**config.mk**
```make
export PLATFORM = sky130hd
export DESIGN_NAME = mp_irq_level_ctl
export DESIGN_NICKNAME = d
export VERILOG_FILES = /design/src/rtl/mp_irq_level_ctl.sv
export SDC_FILE = /design/constraint.sdc
export NUM_CORES = 1
export LEC_CHECK = 0
export BUFFER_PORTS_ARGS = -buffer_cell sky130_fd_sc_hd__buf_2
export CAP_MARGIN = 10
export CORE_MARGIN = 1
export CORE_UTILIZATION = 63
export DETAILED_ROUTE_END_ITERATION = 6
export GPL_ROUTABILITY_DRIVEN = 0
export PLACE_DENSITY = 0.87
export SLEW_MARGIN = 20
export SYNTH_ARGS = -nofsm -noshare
export SYNTH_HDL_FRONTEND = slang
export SYNTH_SLANG_ARGS = --single-unit
```
**constraint.sdc**
```tcl
create_clock -name clk -period 10.73 [get_ports clk]
set_clock_uncertainty 0.05 [all_clocks]
set_input_delay 3.219 -clock clk [delete_from_list [all_inputs] [get_ports clk]]
set_output_delay 3.219 -clock clk [all_outputs]
set_load 0.05 [all_outputs]
```
**src/rtl/mp_irq_level_ctl.sv**
```systemverilog
module mp_irq_level_ctl #(
  parameter int NCPU = 4,
  parameter logic [127:0] LEVEL_MAP = 128'hFEDCBA9876543210_FEDCBA9876543210,
  parameter logic [7:0] EXT_TT = 8'h10,
  localparam int CPU_W = (NCPU > 1) ? $clog2(NCPU) : 1,
  localparam int SEL_W = CPU_W + 1
) (
  input  logic                  clk,
  input  logic                  rst_n,
  input  logic                  bus_valid,
  input  logic                  bus_write,
  input  logic [3:0]            bus_addr,
  input  logic [31:0]           bus_wdata,
  output logic [31:0]           bus_rdata,
  input  logic                  ev_valid,
  input  logic [4:0]            ev_num,
  input  logic                  ev_level,
  input  logic [SEL_W-1:0]      ev_sel,
  input  logic [NCPU-1:0]       cpu_halted,
  input  logic [NCPU-1:0]       cpu_ack,
  output logic [4*NCPU-1:0]     cpu_level,
  output logic [NCPU-1:0]       cpu_req,
  output logic [NCPU-1:0]       cpu_wake,
  output logic [8*NCPU-1:0]     cpu_index
);
  localparam logic [31:0] SOFT_MASK = 32'hFFFE_0000;

  logic [31:0]            gpend, gmask;
  logic [CPU_W-1:0]       target;
  logic [NCPU-1:0][31:0]  spend, spend_nxt;
  logic [NCPU-1:0][7:0]   idx;
  logic [NCPU-1:0][3:0]   slvl, lvl;
  logic [NCPU-1:0]        req_q;
  logic [3:0]             glvl;

  wire       wr       = bus_valid & bus_write;
  wire [3:0] ev_map   = LEVEL_MAP[{ev_num, 2'b00} +: 4];
  wire       ev_glob  = &ev_sel;
  wire       ev_act   = ev_valid & (ev_map != 4'd0);

  always_ff @(posedge clk) begin
    if (!rst_n) begin
      gpend  <= '0;
      gmask  <= '0;
      target <= '0;
    end else begin
      if (ev_act && ev_glob)
        gpend[ev_num] <= ev_level;
      if (wr && bus_addr == 4'h1)
        gmask <= bus_wdata;
      if (wr && bus_addr == 4'h2 && bus_wdata < 32'(NCPU))
        target <= bus_wdata[CPU_W-1:0];
    end
  end

  always_comb begin
    glvl = '0;
    for (int i = 0; i < 32; i++)
      if (gpend[i] && !gmask[i] && LEVEL_MAP[i*4 +: 4] > glvl)
        glvl = LEVEL_MAP[i*4 +: 4];
  end

  for (genvar c = 0; c < NCPU; c++) begin : g_cpu
    wire bus_hit = wr && bus_addr[3] && (int'(bus_addr[2:1]) == c);
    wire ev_hit  = ev_act && !ev_glob && (int'(ev_sel) == c);

    always_comb begin
      spend_nxt[c] = spend[c];
      if (bus_hit) begin
        if (bus_addr[0])
          spend_nxt[c] = spend_nxt[c] & ~(bus_wdata & SOFT_MASK);
        else
          spend_nxt[c] = spend_nxt[c] | (bus_wdata & SOFT_MASK);
      end
      if (ev_hit)
        spend_nxt[c][{1'b1, ev_map}] = ev_level;
    end

    always_comb begin
      slvl[c] = '0;
      for (int j = 17; j < 32; j++)
        if (spend[c][j])
          slvl[c] = 4'(j - 16);
    end

    assign lvl[c] = ((int'(target) == c) && glvl > slvl[c]) ? glvl : slvl[c];

    always_ff @(posedge clk) begin
      if (!rst_n) begin
        spend[c] <= '0;
        idx[c]   <= '0;
        req_q[c] <= 1'b0;
      end else begin
        spend[c] <= spend_nxt[c];
        req_q[c] <= !cpu_ack[c] && idx[c] == 8'd0 && lvl[c] != 4'd0;
        if (cpu_ack[c])
          idx[c] <= '0;
        else if (idx[c] == 8'd0 && lvl[c] != 4'd0)
          idx[c] <= EXT_TT | {4'd0, lvl[c]};
      end
    end

    assign cpu_level[c*4 +: 4] = lvl[c];
    assign cpu_index[c*8 +: 8] = idx[c];
    assign cpu_req[c]          = req_q[c];
    assign cpu_wake[c]         = cpu_halted[c] && lvl[c] != 4'd0;
  end

  always_comb begin
    bus_rdata = '0;
    if (bus_addr[3]) begin
      for (int c = 0; c < NCPU; c++)
        if (int'(bus_addr[2:1]) == c)
          bus_rdata = spend[c];
    end else begin
      case (bus_addr)
        4'h0:    bus_rdata = gpend;
        4'h1:    bus_rdata = gmask;
        4'h2:    bus_rdata = 32'(target);
        default: bus_rdata = '0;
      endcase
    end
  end
endmodule

```
* Word level (Yosys, flattened, before mapping)
Cells that the tools add are included.
W data, S select, Z words.
** Word-level totals
- Register bits after elaboration :: 218
- Input port bits :: 58
- Output and inout bits :: 88
** Cells by class
- Magnitude comparators :: 39
- Equality and inequality tests :: 11
- Shift-type cells :: 1
- Multiplexer cells :: 122
- Bitwise gates (word level) :: 12
- Reductions and logical operators :: 151
** Operators with widths (count)
- $mux W32 :: 17
- $mux W4 :: 86
- $bwmux W32 :: 5
- $and A32 B32 Y32 :: 4
- $or A32 B32 Y32 :: 4
- $shiftx A128 B8 Y4 const A :: 1
- $logic_and A1 B1 Y1 :: 97
- $pmux W32 S3 :: 1
- $gt A4 B4 Y1 const A :: 16
- $logic_not A1 Y1 :: 36
- $gt A3 B4 Y1 const A :: 8
- $logic_not A8 Y1 :: 4
- $lt A32 B3 Y1 const B :: 1
- $not A32 Y32 :: 1
- $reduce_bool A4 Y1 :: 5
- $gt A2 B4 Y1 const A :: 4
- $gt A4 B4 Y1 :: 4
- $lt A5 B6 Y1 const B :: 2
- $ge A5 B1 Y1 const B :: 2
- $eq A2 B2 Y1 const B :: 4
- $gt A1 B4 Y1 const A :: 2
- $reduce_or A2 Y1 :: 4
- $mux W1 :: 7
- $eq A3 B3 Y1 const B :: 2
- other kinds (14) :: 19

* Depth between registers and ports, before layout
Gate-level depths: netlist of run 1.
- Word-level depth :: 98
- Gate-level depth with buffers :: 21
- Gate-level depth less buffers :: 21

* Worst setup path after synthesis of run 1
Ideal clock, no wire load.
- Path kind :: input port to output port
- Start :: input bus_addr[1]
- End :: output bus_rdata[24]
- Arrival :: 5.273 ns
- Data required time :: 7.461 ns
- Path slack :: 2.188 ns
- Stages :: 5
- Buffers on the path :: 2
- Cell sequence :: buf_1 > buf_1 > mux4_2 > a222oi_1 > inv_1
** On the way
- Word-level cells in the longest chain between the ends :: 6
- Elaborated cells on any way between the ends :: 13
- Those cells by class :: eq/ne (5); mux (6); reduce/logical (2)
** RTL lines
- from (decl) :: RTL line 12 : input logic [3:0] bus_addr,
- $logic_not A2 Y1 :: RTL line 113 : if (int'(bus_addr[2:1]) == c)
- $mux W32 (4 in a row) :: RTL line 113
- $mux W32 (*) :: RTL line 111 : if (bus_addr[3]) begin
- to (decl) :: RTL line 14 : output logic [31:0] bus_rdata,
Mark *: on every way between the ends. The rest lies on a longest branch, timed or not.

* Worst setup path in the final report of run 1
- Start :: register gmask[10]
- End :: output cpu_wake[3]
** On the way
- Word-level cells in the longest chain between the ends :: 72
** RTL lines
- from (decl) :: RTL line 28 : logic [31:0] gpend, gmask;
- from (signal assigned) :: RTL line 50 : gmask <= bus_wdata;
- $logic_not A1 Y1 (*) :: RTL line 59 : if (gpend[i] && !gmask[i] && LEVEL_MAP[i*4 +: 4] > glvl)
- $logic_and A1 B1 Y1 (*) (2 in a row) :: RTL line 59
- $mux W4 (*) :: RTL line 59
- $gt A4 B4 Y1 :: RTL line 59
- $logic_and A1 B1 Y1 :: RTL line 59
- $mux W4 (*) :: RTL line 59
- $gt A4 B4 Y1 :: RTL line 59
- $logic_and A1 B1 Y1 :: RTL line 59
- [... 55 more ...]
- $gt A4 B4 Y1 :: RTL line 59
- $logic_and A1 B1 Y1 :: RTL line 59
- $mux W4 (*) :: RTL line 59
- $gt A4 B4 Y1 :: RTL line 86 : assign lvl[c] = ((int'(target) == c) && glvl > slvl[c]) ? glvl : slvl[c];
- $logic_and A1 B1 Y1 :: RTL line 86
- $mux W4 (*) :: RTL line 86
- $reduce_bool A4 Y1 (*) :: RTL line 106 : assign cpu_wake[c] = cpu_halted[c] && lvl[c] != 4'd0;
- $logic_and A1 B1 Y1 (*) :: RTL line 106
- to (decl) :: RTL line 23 : output logic [NCPU-1:0] cpu_wake,
Marked as above.

==> results of run 1 <==
## synth_stat cells (4+ instances only)
| library cell | number |
|---|---|
| buf_4 | 12 |
| o21ai_1 | 4 |
| o21ai_0 | 82 |
| a222oi_1 | 18 |
| o311a_1 | 21 |
| and3_1 | 10 |
| inv_1 | 43 |
| a31oi_1 | 47 |
| nor2b_1 | 35 |
| a21oi_1 | 85 |
| o221ai_1 | 20 |
| o21bai_1 | 9 |
| ha_1 | 16 |
| and2_1 | 10 |
| a22o_1 | 14 |
| a21boi_0 | 101 |
| nor3_1 | 27 |
| nand3_1 | 18 |
| clkbuf_1 | 92 |
| dfxtp_1 | 154 |
| nand2b_1 | 25 |
| and4_1 | 5 |
| o211ai_1 | 6 |
| or4_1 | 7 |
| nor4_1 | 14 |
| nor2_1 | 90 |
| a211oi_1 | 6 |
| nand2_1 | 175 |
| or3_1 | 34 |
| mux4_2 | 16 |
| buf_1 | 4 |
| nand4_1 | 10 |
| mux2i_1 | 12 |
## stage by stage
step | instance area [µm²] | std cells | utilization | total power (W)
final | 11100 | 1573 | 0.727 | 0.00147
after global routing | 11100 | 1572 | 0.727 | 0.00151
after CTS | 11100 | 1572 | 0.727 | 0.00145
after detailed placement | 10500 | 1540 | 0.689 | 0.000867
after global placement | 10500 | 1539 | 0.688 | 0.000863
after floorplan | 9920 | 1294 | - | 0.000804
## final timing paths
kind | from | endpoint | slack (ps) | cells after the start
worst max-delay path | gmask[10] | cpu_wake[3] | 1960 | 18
worst min-delay path | cpu_index[12] | cpu_index[12] | 410 | 2
worst max register to register | gmask[10] | cpu_index[28] | 5530 | 19
worst min register to register | cpu_index[12] | cpu_index[12] | 410 | 2
## state kept, by name, summed over array words and instances, names as in the netlist
name / count
spend: 64
gmask: 32
gpend: 32
cpu_index: 20
cpu_req: 4
target: 2
## cell type report
class	instances	area, µm²	share of cell area
Tap cell	211	264	0.0238
Clock buffer	18	439	0.0396
Multi-Input combinational cell	985	6230	0.561
Timing Repair Buffer	147	777	0.0701
Sequential cell	154	3080	0.278
Inverter	43	161	0.0146
Clock inverter	14	138	0.0124
Antenna cell	1	2.50	0.000226
## critical path: stages, from the launching register on
cell and delay [ps]:
dfxtp_1 370, nand2b_1 150, nand2_1 210, nor4_1 720, o21ai_0 270, a21oi_1 370, nand2_1 100, a31oi_1 240
nor2_1 170, nor3_2 570, ha_1 250, nor2b_1 40, o21a_1 160, o21a_1 170, o2111ai_1 490, and4_1 270
and3_1 210, nor3b_1 60, buf_2 210
## routing by layer
metal / global-route usage / part of all wire / vias to the layer above
li1: - / - / 4840
met4: 0.244 / 0.069 / 0
met2: 0.629 / 0.42 / 955
met1: 0.530 / 0.37 / 4951
met3: 0.116 / 0.14 / 221
met5: 0 / 0 / -
## where the power goes
| group | switching [W] | internal (W) | leakage [nW] |
|---|---|---|---|
| clock network | 0.000273 | 0.000330 | 0.279 |
| logic | 0.000194 | 0.0000779 | 2.74 |
| registers | 0.00000974 | 0.000582 | 1.24 |
## cells by family after synthesis
logic type,after synthesis,synth area share
buffers and inverters,155,0.0646
AND/OR/NAND/NOR,486,0.247
adder cells (fa/ha/maj),16,0.0203
multiplexers,28,0.0486
AO/OA/AOI/OAI,443,0.307
other,1,0.000380
flip-flops,154,0.312
==> results.py, run 1 <==
metrics = {
    "run_status": {
        "result_of_the_run": "finished, violations left",
        "violations": "design-rule violations",
    },
    "clock_network": {
        "post_cts_resize_count": 0,
        "ctsLongestPathBuffers": 2,
        "numClockSinks": 154,
        "numCtsBuffers": 17,
        "ctsHtreeMaxLevel": 4,
        "clock_insertion_delay_worst_skew_ps": 450,
        "cts_tree": "built",
        "worst_setup_hold_path_clk_slew_ps": 70,
        "cts_root_buffer": "clkbuf_16",
        "cts_hold_repair.buffers": 0,
        "post-cts-setup-buffers": 0,
    },
    "sta": {
        "unrepaired_setup_endpoints_after_global_routing": "no",
        "setup_viol_count_final": 0,
        "timing_hold_violations_final": 0,
        "period_share": 0.817,
        "relSlewSlack": 0.328,
        "setup-tns-final_ps": 0,
        "setup_slack_ps": 1960,
        "fmax_mhz": 114,
        "hold_ws_ps": 405,
        "timing.final.max_slew_violations": 0,
        "layout_min_cycle_time_ps": 8770,
        "tightestPinTransition_ps": 1000,
    },
    "worst_hold_path": {
        "min_path_type": "register to register",
    },
    "yosys": {
        "synthDistinctLibCells": 80,
        "syn_area_per_cell_um2": 7.70,
        "syn_inst": 1283,
        "synth.largest_area_cell": "dfxtp_1",
        "synth_top_area_frac": 0.312,
        "edff_count_synth": 0,
        "synth_area_um2": 9880,
        "synth_sequential_area_ratio": 0.312,
        "async_sr_flop_fraction": 0,
        "synth_warnings": 0,
        "synth.ff_latch_count": 154,
        "synth.area.top_cells": "dfxtp_1, a21boi_0, nand2_1",
        "synth-main-ff-cell": "dfxtp_1",
    },
    "grt": {
        "globalRouteTotalUtil": 0.415,
        "grt_first_pass_wirelength_um": 52300,
        "grt_antenna_before_repair": 0,
        "grt_start_max_net_pins": 97,
        "grt-ovfl-total": 0,
        "grt_pass1_vias": 9814,
    },
    "power_and_ir_drop": {
        "p_per_area_nw_per_um2": 132,
        "vdd_drop_max_mv": 0.132,
        "power.leakage_nw": 4.26,
    },
    "worst_setup_path": {
        "timing.critical_path.required_ps": 7460,
        "cp.arrival_ps": 5500,
        "category_of_the_worst_setup_path_capture_point": "output pin",
        "critical_path.startpoint_type": "register",
        "critical_path_class": "register to output pin",
        "highest_fanout_seen_on_the_critical_path": 8,
    },
    "layout": {
        "syn2layout_area_growth_pct": 12.3,
        "layout.filler_cells": 1185,
        "commonest_non_fill_non_tap_cell_in_the_layout": "nand2_1",
        "nets": 1422,
        "layout-drive-gt1-share": 0.160,
        "final_cell_mix": "nand2_1, dfxtp_1, buf_2",
    },
    "route": {
        "detail_route.iter0.violations": 1872,
        "routed-via-count": 11000,
        "drt-vias-per-instance": 6.97,
        "first_pass_iters": 7,
        "wl_per_cell_um": 21.3,
        "ant_nets": 0,
        "drcViolationCount": 14,
        "routed_wirelength_um": 33500,
    },
    "floorplan": {
        "core-area_um2": 15300,
        "num_io_pins": 146,
        "num_rows": 45,
        "die_x_um": 127,
        "die-height_um": 127,
        "die_area_um2": 16200,
        "start_util": 0.647,
    },
    "flow_run": {
        "cap_violations": 0,
    },
    "place": {
        "placement.io_buffers": 133,
        "pre_cts_slack_ps": 2300,
        "place_hpwl_um": 22800,
    },
}
No activity file was read; power rests on OpenSTA's default activity.
==> run 2, diff against run 1 <==
CORE_UTILIZATION = 58   (was 63)
PLACE_DENSITY = 0.81   (was 0.87)
clock period = 8.7 ns   (was 10.73 ns; I/O delays follow)
==> run 2 against run 1 <==
  * The run still ends with design-rule violations left
  * Register-to-register slack got worse by 1800 ps
  * Sequential share of layout area barely moved
  * Total power rose by 22%
  * Non-clock buffer count stayed put
  * Worst setup slack worse by 1200 ps
  * Core utilization down 5.9 points
  * Sequential cell count stayed put
  * Hold slack worse by 2.9 ps
  * Wire length fell by 2.7%
  * Critical path type unchanged
==> results.py, run 2 (synthesis gave the netlist of run 1 again) <==
metrics = {
    "run_status": {
        "result_of_the_run": "finished, violations left",
        "violations": "design-rule violations",
    },
    "grt": {
        "grt_pass1_vias": 9306,
        "grt_first_pass_wirelength_um": 50800,
        "grt_start_max_net_pins": 84,
        "grt-ovfl-total": 0,
        "globalRouteTotalUtil": 0.368,
        "grt_antenna_before_repair": 0,
    },
    "clock_network": {
        "numClockSinks": 154,
        "clock_insertion_delay_worst_skew_ps": 440,
        "ctsHtreeMaxLevel": 4,
        "worst_setup_hold_path_clk_slew_ps": 70,
        "post-cts-setup-buffers": 0,
        "cts_tree": "built",
        "cts_root_buffer": "clkbuf_16",
        "cts_hold_repair.buffers": 0,
        "post_cts_resize_count": 0,
        "numCtsBuffers": 17,
        "ctsLongestPathBuffers": 2,
    },
    "place": {
        "place_hpwl_um": 22500,
        "post-place-cells": 1549,
        "placement.io_buffers": 133,
    },
    "floorplan": {
        "num_io_pins": 146,
        "die_area_um2": 17600,
        "die_x_um": 133,
        "num_rows": 47,
        "start_util": 0.596,
        "die-height_um": 133,
        "core-area_um2": 16600,
    },
    "layout": {
        "largestRegisters": "spend: 64 flops, gmask: 32 flops, gpend: 32 flops",
        "multi_input_area_um2": 6220,
        "layout.filler_cells": 1399,
        "diodes": 0,
        "syn2layout_area_growth_pct": 12.2,
        "final_cell_count_no_fill": 1581,
        "largest_reg_flops": 64,
        "nets": 1422,
        "commonest_non_fill_non_tap_cell_in_the_layout": "nand2_1",
        "layout-drive-gt1-share": 0.159,
        "regMostFlops": "spend",
        "final-seq-area_um2": 3080,
        "final_cell_mix": "nand2_1, dfxtp_1, buf_2",
    },
    "power_and_ir_drop": {
        "p_per_area_nw_per_um2": 161,
        "power_frac_comb": 0.188,
        "clock_power_share": 0.404,
        "power_report.internal_total_w": 0.00120,
        "vdd_drop_max_mv": 0.158,
        "power.leakage_nw": 4.25,
        "power_switching_w": 0.000589,
        "netSwitchingFraction": 0.330,
        "power_frac_seq": 0.408,
    },
    "worst_setup_path": {
        "critical_path.startpoint_type": "register",
        "category_of_the_worst_setup_path_capture_point": "output pin",
        "critPathMaxStageDelay_ps": 530,
        "cp.arrival_ps": 5280,
        "crit_path_top_delay_cell": "o2111ai_1",
        "timing.critical_path.required_ps": 6040,
        "critical_path_class": "register to output pin",
        "highest_fanout_seen_on_the_critical_path": 7,
        "path_cells": "or2b_4, and3_1, a22oi_1, o21ai_1, o311ai_0, o211ai_1, o21ai_0, a31o_2, and2_4, inv_1, ha_1, nor2b_1, o21a_1, o21a_1, o2111ai_1, and4_1, and3_1, nor3b_1, buf_2",
    },
    "worst_hold_path": {
        "min_path_type": "register to register",
    },
    "sta": {
        "tightestPinTransition_ps": 1120,
        "unrepaired_setup_endpoints_after_global_routing": "no",
        "timing_hold_violations_final": 0,
        "layout_min_cycle_time_ps": 7940,
        "setup_viol_count_final": 0,
        "setup-tns-final_ps": 0,
        "period_share": 0.913,
        "relSlewSlack": 0.249,
        "timing.final.max_slew_violations": 0,
        "fmax_mhz": 126,
    },
    "flow_run": {
        "cap_violations": 0,
    },
    "route": {
        "routed_wirelength_um": 32500,
        "routed-via-count": 10600,
        "drcViolationCount": 7,
        "ant_nets": 0,
        "first_pass_iters": 7,
        "detail_route.iter0.violations": 1456,
        "drt-vias-per-instance": 6.68,
        "wl_per_cell_um": 20.6,
    },
}
-- run 2: through the flow --
step	power, W	hold WS, ps	util	setup WS, ps	cell area [µm²]
3_5_place_dp	0.00107	391	0.634	1460	10500
4_1_cts	0.00178	402	0.668	971	11100
6_report	0.00179	402	0.668	757	11100
5_1_grt	0.00185	425	0.668	597	11100
2_1_floorplan	0.000992	374	-	1380	9920
3_3_place_gp	0.00107	392	0.634	1530	10500
-- run 2: worst paths after layout --
| kind | endpoint | from | slack, ps | depth (start not counted) |
|---|---|---|---|---|
| setup / recovery | cpu_wake[3] | gpend[15] | 760 | 19 |
| hold / removal | cpu_index[12] | cpu_index[12] | 400 | 2 |
| setup reg to reg | cpu_index[28] | gpend[15] | 3700 | 20 |
| hold reg to reg | cpu_index[12] | cpu_index[12] | 400 | 2 |
-- run 2: power by group through the flow --
stage	logic (W)	registers, W	clock network, W
floorplan	0.000224	0.000768	0
global placement	0.000325	0.000744	0
detailed placement	0.000328	0.000744	0
CTS	0.000329	0.000728	0.000722
global route	0.000359	0.000730	0.000757
finish	0.000337	0.000728	0.000722
-- run 2: per-layer routing --
metal | vias to the layer above | wire, µm | global-route usage | share of wire
met5 | - | 0 | 0 | 0
met4 | 0 | 1030 | 0.149 | 0.031
met3 | 85 | 3800 | 0.0766 | 0.12
met2 | 761 | 14700 | 0.554 | 0.45
met1 | 4885 | 13100 | 0.513 | 0.40
li1 | 4828 | - | - | -
-- run 2: area by class of cell --
| class | instances | area share |
|---|---|---|
| Multi-Input combinational cell | 985 | 0.562 |
| Tap cell | 220 | 0.0248 |
| Inverter | 43 | 0.0146 |
| Clock buffer | 18 | 0.0396 |
| Sequential cell | 154 | 0.278 |
| Clock inverter | 14 | 0.0115 |
| Timing Repair Buffer | 147 | 0.0698 |
-- run 2: worst max-delay path: cells and delay by family (launching register included) --
kind | cells | cell delay [ps]
AO/OA/AOI/OAI | 9 | 2360
adder cells (fa/ha/maj) | 1 | 330
buffers and inverters | 2 | 310
flip-flops | 1 | 420
AND/OR/NAND/NOR | 7 | 1400
